$ cat config.mk
export PLATFORM = sky130hd
export DESIGN_NAME = sck_prescaler
export DESIGN_NICKNAME = d
export VERILOG_FILES = /design/src/rtl/sckpre_pkg.sv /design/src/rtl/sckpre_ctrl.sv /design/src/rtl/sckpre_prediv.sv /design/src/rtl/sckpre_halfcnt.sv /design/src/rtl/sckpre_edge_gen.sv /design/src/rtl/sck_prescaler.sv
export SDC_FILE = /design/constraint.sdc
export NUM_CORES = 1
export LEC_CHECK = 0
export BUFFER_PORTS_ARGS = -buffer_cell sky130_fd_sc_hd__buf_2
export CAP_MARGIN = 20
export CORE_ASPECT_RATIO = 1.25
export CORE_MARGIN = 1
export CORE_UTILIZATION = 47
export CTS_CLUSTER_SIZE = 10
export DETAILED_ROUTE_END_ITERATION = 6
export PLACE_DENSITY_LB_ADDON = 0.2
export SYNTH_ARGS = -nofsm -noshare
export SYNTH_HDL_FRONTEND = slang
export SYNTH_HIERARCHICAL = 1
export SYNTH_SLANG_ARGS = --single-unit
$ cat constraint.sdc
create_clock -name clk -period 2.8 [get_ports clk]
set_clock_uncertainty 0.15 [all_clocks]
set_input_delay 0.28 -clock clk [delete_from_list [all_inputs] [get_ports clk]]
set_output_delay 0.28 -clock clk [all_outputs]
set_load 0.01 [all_outputs]
$ cat src/rtl/sckpre_pkg.sv
package sckpre_pkg;

   // Edge event produced at a serial clock toggle
   typedef enum logic [1:0] {
      EDGE_NONE  = 2'd0,
      EDGE_LEAD  = 2'd1,
      EDGE_TRAIL = 2'd2
   } edge_e;

   // Default field placement inside the mode word
   localparam int unsigned SCKPRE_MODE_W    = 32;
   localparam int unsigned SCKPRE_PM_W      = 4;
   localparam int unsigned SCKPRE_PM_LSB    = 16;
   localparam int unsigned SCKPRE_DIV_BIT   = 27;
   localparam int unsigned SCKPRE_CPOL_BIT  = 29;
   localparam int unsigned SCKPRE_PRE_DIV   = 16;
   localparam int unsigned SCKPRE_HALF_MULT = 2;

endpackage

$ cat src/rtl/sckpre_ctrl.sv
module sckpre_ctrl #(
   parameter int unsigned PM_W = 4
) (
   input  logic            clk,
   input  logic            rst_n,
   input  logic            start_i,
   input  logic            stop_i,
   input  logic [PM_W-1:0] pm_i,
   input  logic            div_i,
   input  logic            cpol_i,
   output logic            run_o,
   output logic            live_o,
   output logic [PM_W-1:0] pm_o,
   output logic            div_o,
   output logic            cpol_o
);

   logic            run_q;
   logic [PM_W-1:0] pm_q;
   logic            div_q;
   logic            cpol_q;

   always_ff @(posedge clk) begin
      if (!rst_n) begin
         run_q  <= 1'b0;
         pm_q   <= '0;
         div_q  <= 1'b0;
         cpol_q <= 1'b0;
      end else if (start_i) begin
         run_q  <= 1'b1;
         pm_q   <= pm_i;
         div_q  <= div_i;
         cpol_q <= cpol_i;
      end else if (stop_i) begin
         run_q  <= 1'b0;
      end
   end

   assign run_o  = run_q;
   assign live_o = run_q && !start_i && !stop_i;
   assign pm_o   = pm_q;
   assign div_o  = div_q;
   assign cpol_o = cpol_q;

   // captured configuration frozen while a frame runs
   assert_cfg_hold_R8: assert property (@(posedge clk) disable iff (!rst_n)
      (run_q && !start_i) |=> ($stable(pm_q) && $stable(div_q) && $stable(cpol_q)));

endmodule

$ cat src/rtl/sckpre_prediv.sv
module sckpre_prediv #(
   parameter int unsigned PRE_DIV = 16,
   localparam int unsigned PRE_W  = (PRE_DIV > 1) ? $clog2(PRE_DIV) : 1
) (
   input  logic clk,
   input  logic rst_n,
   input  logic live_i,
   input  logic div_en_i,
   output logic tick_o
);

   if ((PRE_DIV & (PRE_DIV - 1)) != 0) begin : g_bad_prediv
      $error("sckpre_prediv: PRE_DIV must be a power of two");
   end

   if (PRE_DIV == 1) begin : g_no_prediv
      assign tick_o = live_i;
   end else begin : g_prediv
      logic [PRE_W-1:0] pre_q;

      always_ff @(posedge clk) begin
         if (!rst_n || !live_i) begin
            pre_q <= '0;
         end else begin
            pre_q <= pre_q + 1'b1;
         end
      end

      assign tick_o = live_i && (!div_en_i || (pre_q == PRE_W'(PRE_DIV - 1)));

      // the pre-divider rests at zero whenever no frame is counting
      assert_pre_rest_R3: assert property (@(posedge clk) disable iff (!rst_n)
         !live_i |=> (pre_q == '0));
   end

endmodule

$ cat src/rtl/sckpre_halfcnt.sv
module sckpre_halfcnt #(
   parameter int unsigned PM_W      = 4,
   parameter int unsigned HALF_MULT = 2,
   localparam int unsigned HALF_MAX = HALF_MULT * (2 ** PM_W),
   localparam int unsigned CNT_W    = $clog2(HALF_MAX)
) (
   input  logic            clk,
   input  logic            rst_n,
   input  logic            live_i,
   input  logic            tick_i,
   input  logic [PM_W-1:0] pm_i,
   output logic            toggle_o
);

   logic [CNT_W-1:0] cnt_q;
   logic [CNT_W:0]   span;
   logic [CNT_W:0]   lim;
   logic             at_lim;

   assign span   = (CNT_W+1)'(HALF_MULT) * ((CNT_W+1)'(pm_i) + (CNT_W+1)'(1));
   assign lim    = span - (CNT_W+1)'(1);
   assign at_lim = ({1'b0, cnt_q} == lim);

   always_ff @(posedge clk) begin
      if (!rst_n || !live_i) begin
         cnt_q <= '0;
      end else if (tick_i) begin
         if (at_lim) begin
            cnt_q <= '0;
         end else begin
            cnt_q <= cnt_q + 1'b1;
         end
      end
   end

   assign toggle_o = tick_i && at_lim;

   // the half-period counter never passes the captured limit
   assert_cnt_range_R2: assert property (@(posedge clk) disable iff (!rst_n)
      {1'b0, cnt_q} <= lim);

endmodule

$ cat src/rtl/sckpre_edge_gen.sv
module sckpre_edge_gen
   import sckpre_pkg::*;
(
   input  logic clk,
   input  logic rst_n,
   input  logic live_i,
   input  logic toggle_i,
   input  logic cpol_i,
   input  logic idle_i,
   output logic sck_o,
   output logic lead_o,
   output logic trail_o
);

   logic  sck_q;
   edge_e ev_q;
   edge_e ev_d;

   always_comb begin
      if (!toggle_i) begin
         ev_d = EDGE_NONE;
      end else if (sck_q == cpol_i) begin
         ev_d = EDGE_LEAD;
      end else begin
         ev_d = EDGE_TRAIL;
      end
   end

   always_ff @(posedge clk) begin
      if (!rst_n) begin
         sck_q <= 1'b0;
         ev_q  <= EDGE_NONE;
      end else if (!live_i) begin
         sck_q <= idle_i;
         ev_q  <= EDGE_NONE;
      end else begin
         if (toggle_i) begin
            sck_q <= ~sck_q;
         end
         ev_q <= ev_d;
      end
   end

   assign sck_o   = sck_q;
   assign lead_o  = (ev_q == EDGE_LEAD);
   assign trail_o = (ev_q == EDGE_TRAIL);

   // strobes never coincide
   assert_edge_excl_R6: assert property (@(posedge clk) disable iff (!rst_n)
      !(lead_o && trail_o));

   // a leading strobe is one cycle wide and never directly followed by another strobe
   assert_lead_single_R6: assert property (@(posedge clk) disable iff (!rst_n)
      lead_o |=> (!lead_o && !trail_o));

endmodule

$ cat src/rtl/sck_prescaler.sv
module sck_prescaler
   import sckpre_pkg::*;
#(
   parameter int unsigned MODE_W    = SCKPRE_MODE_W,
   parameter int unsigned PM_W      = SCKPRE_PM_W,
   parameter int unsigned PM_LSB    = SCKPRE_PM_LSB,
   parameter int unsigned DIV_BIT   = SCKPRE_DIV_BIT,
   parameter int unsigned CPOL_BIT  = SCKPRE_CPOL_BIT,
   parameter int unsigned PRE_DIV   = SCKPRE_PRE_DIV,
   parameter int unsigned HALF_MULT = SCKPRE_HALF_MULT
) (
   input  logic              clk,
   input  logic              rst_n,
   input  logic [MODE_W-1:0] mode_word,
   input  logic              frame_start,
   input  logic              frame_stop,
   output logic              sck,
   output logic              lead_stb,
   output logic              trail_stb
);

   if (PM_LSB + PM_W > MODE_W) begin : g_bad_pm
      $error("sck_prescaler: prescale field exceeds mode word");
   end
   if (DIV_BIT >= MODE_W || CPOL_BIT >= MODE_W) begin : g_bad_bits
      $error("sck_prescaler: control bit outside mode word");
   end
   if (HALF_MULT < 2) begin : g_bad_mult
      $error("sck_prescaler: HALF_MULT below 2 breaks strobe alternation");
   end

   logic [PM_W-1:0] pm_live;
   logic            div_live;
   logic            cpol_live;
   logic [PM_W-1:0] pm_q;
   logic            div_q;
   logic            cpol_q;
   logic            run_q;
   logic            live;
   logic            tick;
   logic            toggle;

   assign pm_live   = mode_word[PM_LSB +: PM_W];
   assign div_live  = mode_word[DIV_BIT];
   assign cpol_live = mode_word[CPOL_BIT];

   sckpre_ctrl #(.PM_W(PM_W)) i_ctrl (
      .clk    (clk),
      .rst_n  (rst_n),
      .start_i(frame_start),
      .stop_i (frame_stop),
      .pm_i   (pm_live),
      .div_i  (div_live),
      .cpol_i (cpol_live),
      .run_o  (run_q),
      .live_o (live),
      .pm_o   (pm_q),
      .div_o  (div_q),
      .cpol_o (cpol_q)
   );

   sckpre_prediv #(.PRE_DIV(PRE_DIV)) i_prediv (
      .clk     (clk),
      .rst_n   (rst_n),
      .live_i  (live),
      .div_en_i(div_q),
      .tick_o  (tick)
   );

   sckpre_halfcnt #(.PM_W(PM_W), .HALF_MULT(HALF_MULT)) i_halfcnt (
      .clk     (clk),
      .rst_n   (rst_n),
      .live_i  (live),
      .tick_i  (tick),
      .pm_i    (pm_q),
      .toggle_o(toggle)
   );

   sckpre_edge_gen i_edge (
      .clk     (clk),
      .rst_n   (rst_n),
      .live_i  (live),
      .toggle_i(toggle),
      .cpol_i  (cpol_q),
      .idle_i  (cpol_live),
      .sck_o   (sck),
      .lead_o  (lead_stb),
      .trail_o (trail_stb)
   );

   // a leading strobe always shows the clock away from its captured idle level
   assert_lead_active_R5: assert property (@(posedge clk) disable iff (!rst_n)
      lead_stb |-> (sck != cpol_q));

   // ending a frame never produces a strobe
   assert_stop_quiet_R9: assert property (@(posedge clk) disable iff (!rst_n)
      $fell(run_q) |-> (!lead_stb && !trail_stb));

endmodule

==> Flow_metrics.wiki <==
{| class="wikitable"
! Metric !! Value
|-
| Run status || complete, no violations
|-
| Number of rows in the core area || 18
|-
| Number of nets in the final layout || 158
|-
| Die Outline Area || 0.002281 mm^2
|-
| Max-capacitance violation count || 0
|-
| HP Class || in2reg
|-
| Startpoint-to-endpoint class of the critical path || reg2reg
|-
| Number of cells on the worst hold path || 3
|-
| Syn Nets || 141
|-
| Congestion Overflow GR || 0
|-
| Hpwl dp || 1.289 mm
|-
| Antenna-violating nets left || 0
|-
| Minimum clock period after layout || 2.391 ns
|-
| Detailed Route Iter0 Violations || 6
|-
| Buffers & Inverters on Critical Path || 0
|-
| Portion of the post-synthesis area used by sequential elements || 38.68%
|-
| Number of library cell types mapped by synthesis || 33
|-
| Internal power of the cells || 0.3561 mW
|-
| Accumulated negative setup slack || 0 ns
|-
| Switch share || 24.52%
|-
| Routed via count || 760
|-
| Area overhead of the layout relative to synthesis || 11.32%
|-
| Portion of total power attributed to sequential cells || 60.5%
|-
| Yosys synthesis warning count || 6
|-
| Start of the worst register-to-register path || i_ctrl/pm_o[0]
|-
| Post-cts gate resize count || 0
|-
| Number of hold buffers added after CTS || 0
|-
| Part of the total power dissipated in combinational logic || 9.9%
|-
| Detailed Route WL || 1.665 mm
|-
| Number of vias per cell after detailed routing || 5.547
|-
| Post-route insts no fill || 137
|-
| Clk pin slew, worst setup/hold paths || 0.11 ns
|-
| Later-pin clock latency in the skew report || 0.29 ns
|-
| Final slew viol count || 0
|-
| Number of buffers inserted during clock tree synthesis || 3
|-
| R2r setup slk || 0.41 ns
|-
| Static Leak || 0.4673 nW
|-
| Wire length of the first global-routing pass || 2.918 mm
|-
| Die X || 42.92 um
|-
| Number of hold violations in the final report || 0
|-
| CTS HTree Levels || 1
|-
| Data required time of the worst path || 2.84 ns
|-
| Maximum fanout count along the critical path || 8
|-
| Placer Congestion || 0.7099
|-
| Post-CTS setup-driven buffer insertion count || 0
|-
| Unrepaired setup endpoints after global routing || false
|-
| Buffers on Ports || 12
|-
| Total stage count of the critical path || 8
|-
| Routed length per instance || 12.15 um
|-
| Largest net degree at the start of global routing || 18
|-
| Syn avg cell area || 9.737 um^2
|-
| # setup viols final || 0
|-
| Kind of cell adding the most delay to the critical path || compound AO/OA/AOI/OAI gates
|-
| Max_slew headroom || 71.45%
|-
| Sequence of cells on the critical path || ha_1 > nand2_1 > mux2_2 > o22a_1 > a211oi_2 > and2_2 > xnor2_1 > a21oi_1
|-
| Gr usage total || 17.49%
|-
| Antenna violations before repair || 0
|-
| Fraction of final layout cells with drive strength greater than 1 || 20.51%
|-
| R2r worst-path depth || 8
|-
| Number of antenna repair diodes || 0
|-
| Root Buffer Master || clkbuf_4
|-
| Arrival time of data at the critical path endpoint || 2.43 ns
|-
| Number of detailed-route iterations in the first pass || 4
|-
| DP Cell Count || 133
|-
| Area of the core region || 0.001982 mm^2
|-
| Syn Inst Count || 101
|-
| CTS tree || built
|-
| Worst-case hold path end point || i_ctrl/pm_o[1]
|-
| Category of the worst setup path capture point || register
|-
| Maximum clock frequency || 418.3 MHz
|-
| Net switching component of the power || 0.1157 mW
|-
| Num ports || 39
|-
| Maximum resistive drop on vdd || 0.3659 mV
|-
| Fraction of power consumed by the clock network || 29.6%
|-
| Cell area after synthesis || 983.4 um^2
|-
| Final worst hold slack || 0.08975 ns
|-
| Yosys reg bits || 19
|-
| Vias in the first global route || 696
|-
| CTS Buffer Depth || 2
|-
| Worst reg2reg endpoint || i_edge/sck_o
|-
| Slowest stage cell, crit path || dfxtp_1
|-
| Number of clock sinks seen by CTS || 19
|-
| Starting density of the core || 49.62%
|-
| Worst hold path startpoint || mode_word[17]
|-
| Peak per-stage delay on the critical path || 0.47 ns
|-
| Pwr/cell area || 431.0 mW/mm^2
|-
| Fraction of the cycle the final worst path needs || 85.38%
|-
| Critical Path Source Type || register
|-
| Tightest Pin Transition || 0.4274 ns
|-
| Die height || 53.14 um
|-
| DRC || 0
|}
[metrics by stage]
step	total power [mW]	setup slack [ns]	cell area (um^2)	util, %
floorplan	0.3238	0.5634	983.4	-
global placement	0.3373	0.4766	1065	53.72
detailed placement	0.3391	0.4111	1065	53.72
CTS	0.4802	0.3983	1095	55.24
global route	0.5036	0.2146	1095	55.24
finish	0.4718	0.4095	1095	55.24
[cell usage after synthesis]
library cell | instances | area [um^2]
mux2i_1 | 7 | 70.07
ha_1 | 4 | 50.05
nand4_1 | 2 | 12.51
and2b_2 | 1 | 8.760
nor3b_2 | 1 | 12.51
and4_1 | 1 | 8.760
nand3_1 | 9 | 45.04
nor2_1 | 5 | 18.77
xor2_1 | 2 | 17.52
o21a_1 | 1 | 7.510
nor4_1 | 1 | 6.260
a21boi_0 | 1 | 7.510
o2111ai_1 | 1 | 8.760
nor3_1 | 1 | 5.000
o211ai_1 | 1 | 7.510
mux2_2 | 1 | 11.26
nor4b_1 | 1 | 8.760
nand3b_1 | 2 | 15.01
and2_2 | 1 | 7.510
a21o_1 | 2 | 15.01
nand2b_1 | 3 | 18.77
a211oi_2 | 1 | 12.51
nand2_1 | 4 | 15.01
o22a_1 | 1 | 8.760
o21ai_0 | 1 | 5.000
and3_1 | 2 | 12.51
a211o_1 | 1 | 8.760
dfxtp_1 | 19 | 380.4
buf_6 | 1 | 11.26
a21oi_1 | 4 | 20.02
xnor2_1 | 8 | 70.07
or4b_2 | 2 | 20.02
nor2b_1 | 9 | 56.30
[how the worst max path moves through the flow]
stage                               from  slack (ns)            endpoint
after floorplan              frame_start        0.56  i_halfcnt/cnt_q[4]
after global placement    i_ctrl/pm_o[0]        0.48        i_edge/sck_o
after detailed placement  i_ctrl/pm_o[0]        0.41        i_edge/sck_o
after CTS                 i_ctrl/pm_o[0]        0.40        i_edge/sck_o
after global routing      i_ctrl/pm_o[0]        0.21        i_edge/sck_o
final                     i_ctrl/pm_o[0]        0.41        i_edge/sck_o
[power by group through the flow]
stage	Sequential, mW	Combinational, mW	Clock (mW)
after floorplan	0.290	0.0336	0
after global placement	0.291	0.0459	0
after detailed placement	0.292	0.0473	0
after CTS	0.286	0.0476	0.147
after global routing	0.287	0.0530	0.164
final	0.285	0.0468	0.140
[worst min-delay path, cell delays in order]
cell and delay, ns:
buf_2 0.08, mux2i_1 0.05, nor2b_1 0.09
[cells by family (layout without fill, tap and decap cells)]
logic type | count (synthesis) | after routing | synth area share [%]
adder cells (fa/ha/maj) | 4 | 4 | 5.089
multiplexers | 8 | 8 | 8.270
buffers and inverters | 1 | 17 | 1.145
flip-flops | 19 | 19 | 38.68
XOR/XNOR | 10 | 10 | 8.906
AND/OR/NAND/NOR | 45 | 45 | 27.61
AO/OA/AOI/OAI | 14 | 14 | 10.31
[per-layer routing]
metal  up-vias  GRT usage, %  part of all wire, %
met3         2         5.119                  2.6
met1       346         20.04                   45
met5         -             0                    0
li1        400             -                    -
met2        12         29.04                   51
met4         0         9.375                  1.1
[registers in the layout (all words and copies together) (netlist names)]
name                     flops
i_prediv/g_prediv.pre_q      4
i_ctrl/run_o                 1
i_edge/ev_q                  2
i_edge/sck_o                 1
i_ctrl/div_o                 1
i_halfcnt/cnt_q              5
i_ctrl/pm_o                  4
i_ctrl/cpol_o                1
[placed cells by master (no fill, tap or decap), types with 2 or more instances in the layout]
cell type / count
a21oi_1: 4
clkbuf_4: 3
nor2b_1: 9
nand2b_1: 3
dfxtp_1: 19
nand2_1: 4
and3_1: 2
or4b_2: 2
a21o_1: 2
xnor2_1: 8
nor2_1: 5
mux2i_1: 7
ha_1: 4
nand4_1: 2
nand3b_1: 2
xor2_1: 2
buf_2: 12
nand3_1: 9
[area by class of cell]
type / instances / area, um^2
fillers: 205 / 887.1
multi-input cells: 81 / 591.8
well taps: 20 / 25.02
clock buffers: 3 / 22.52
repair buffers: 13 / 67.56
flip-flops and latches: 19 / 380.4
clock inverters: 1 / 7.507
Power figures use the tool's default switching activity.
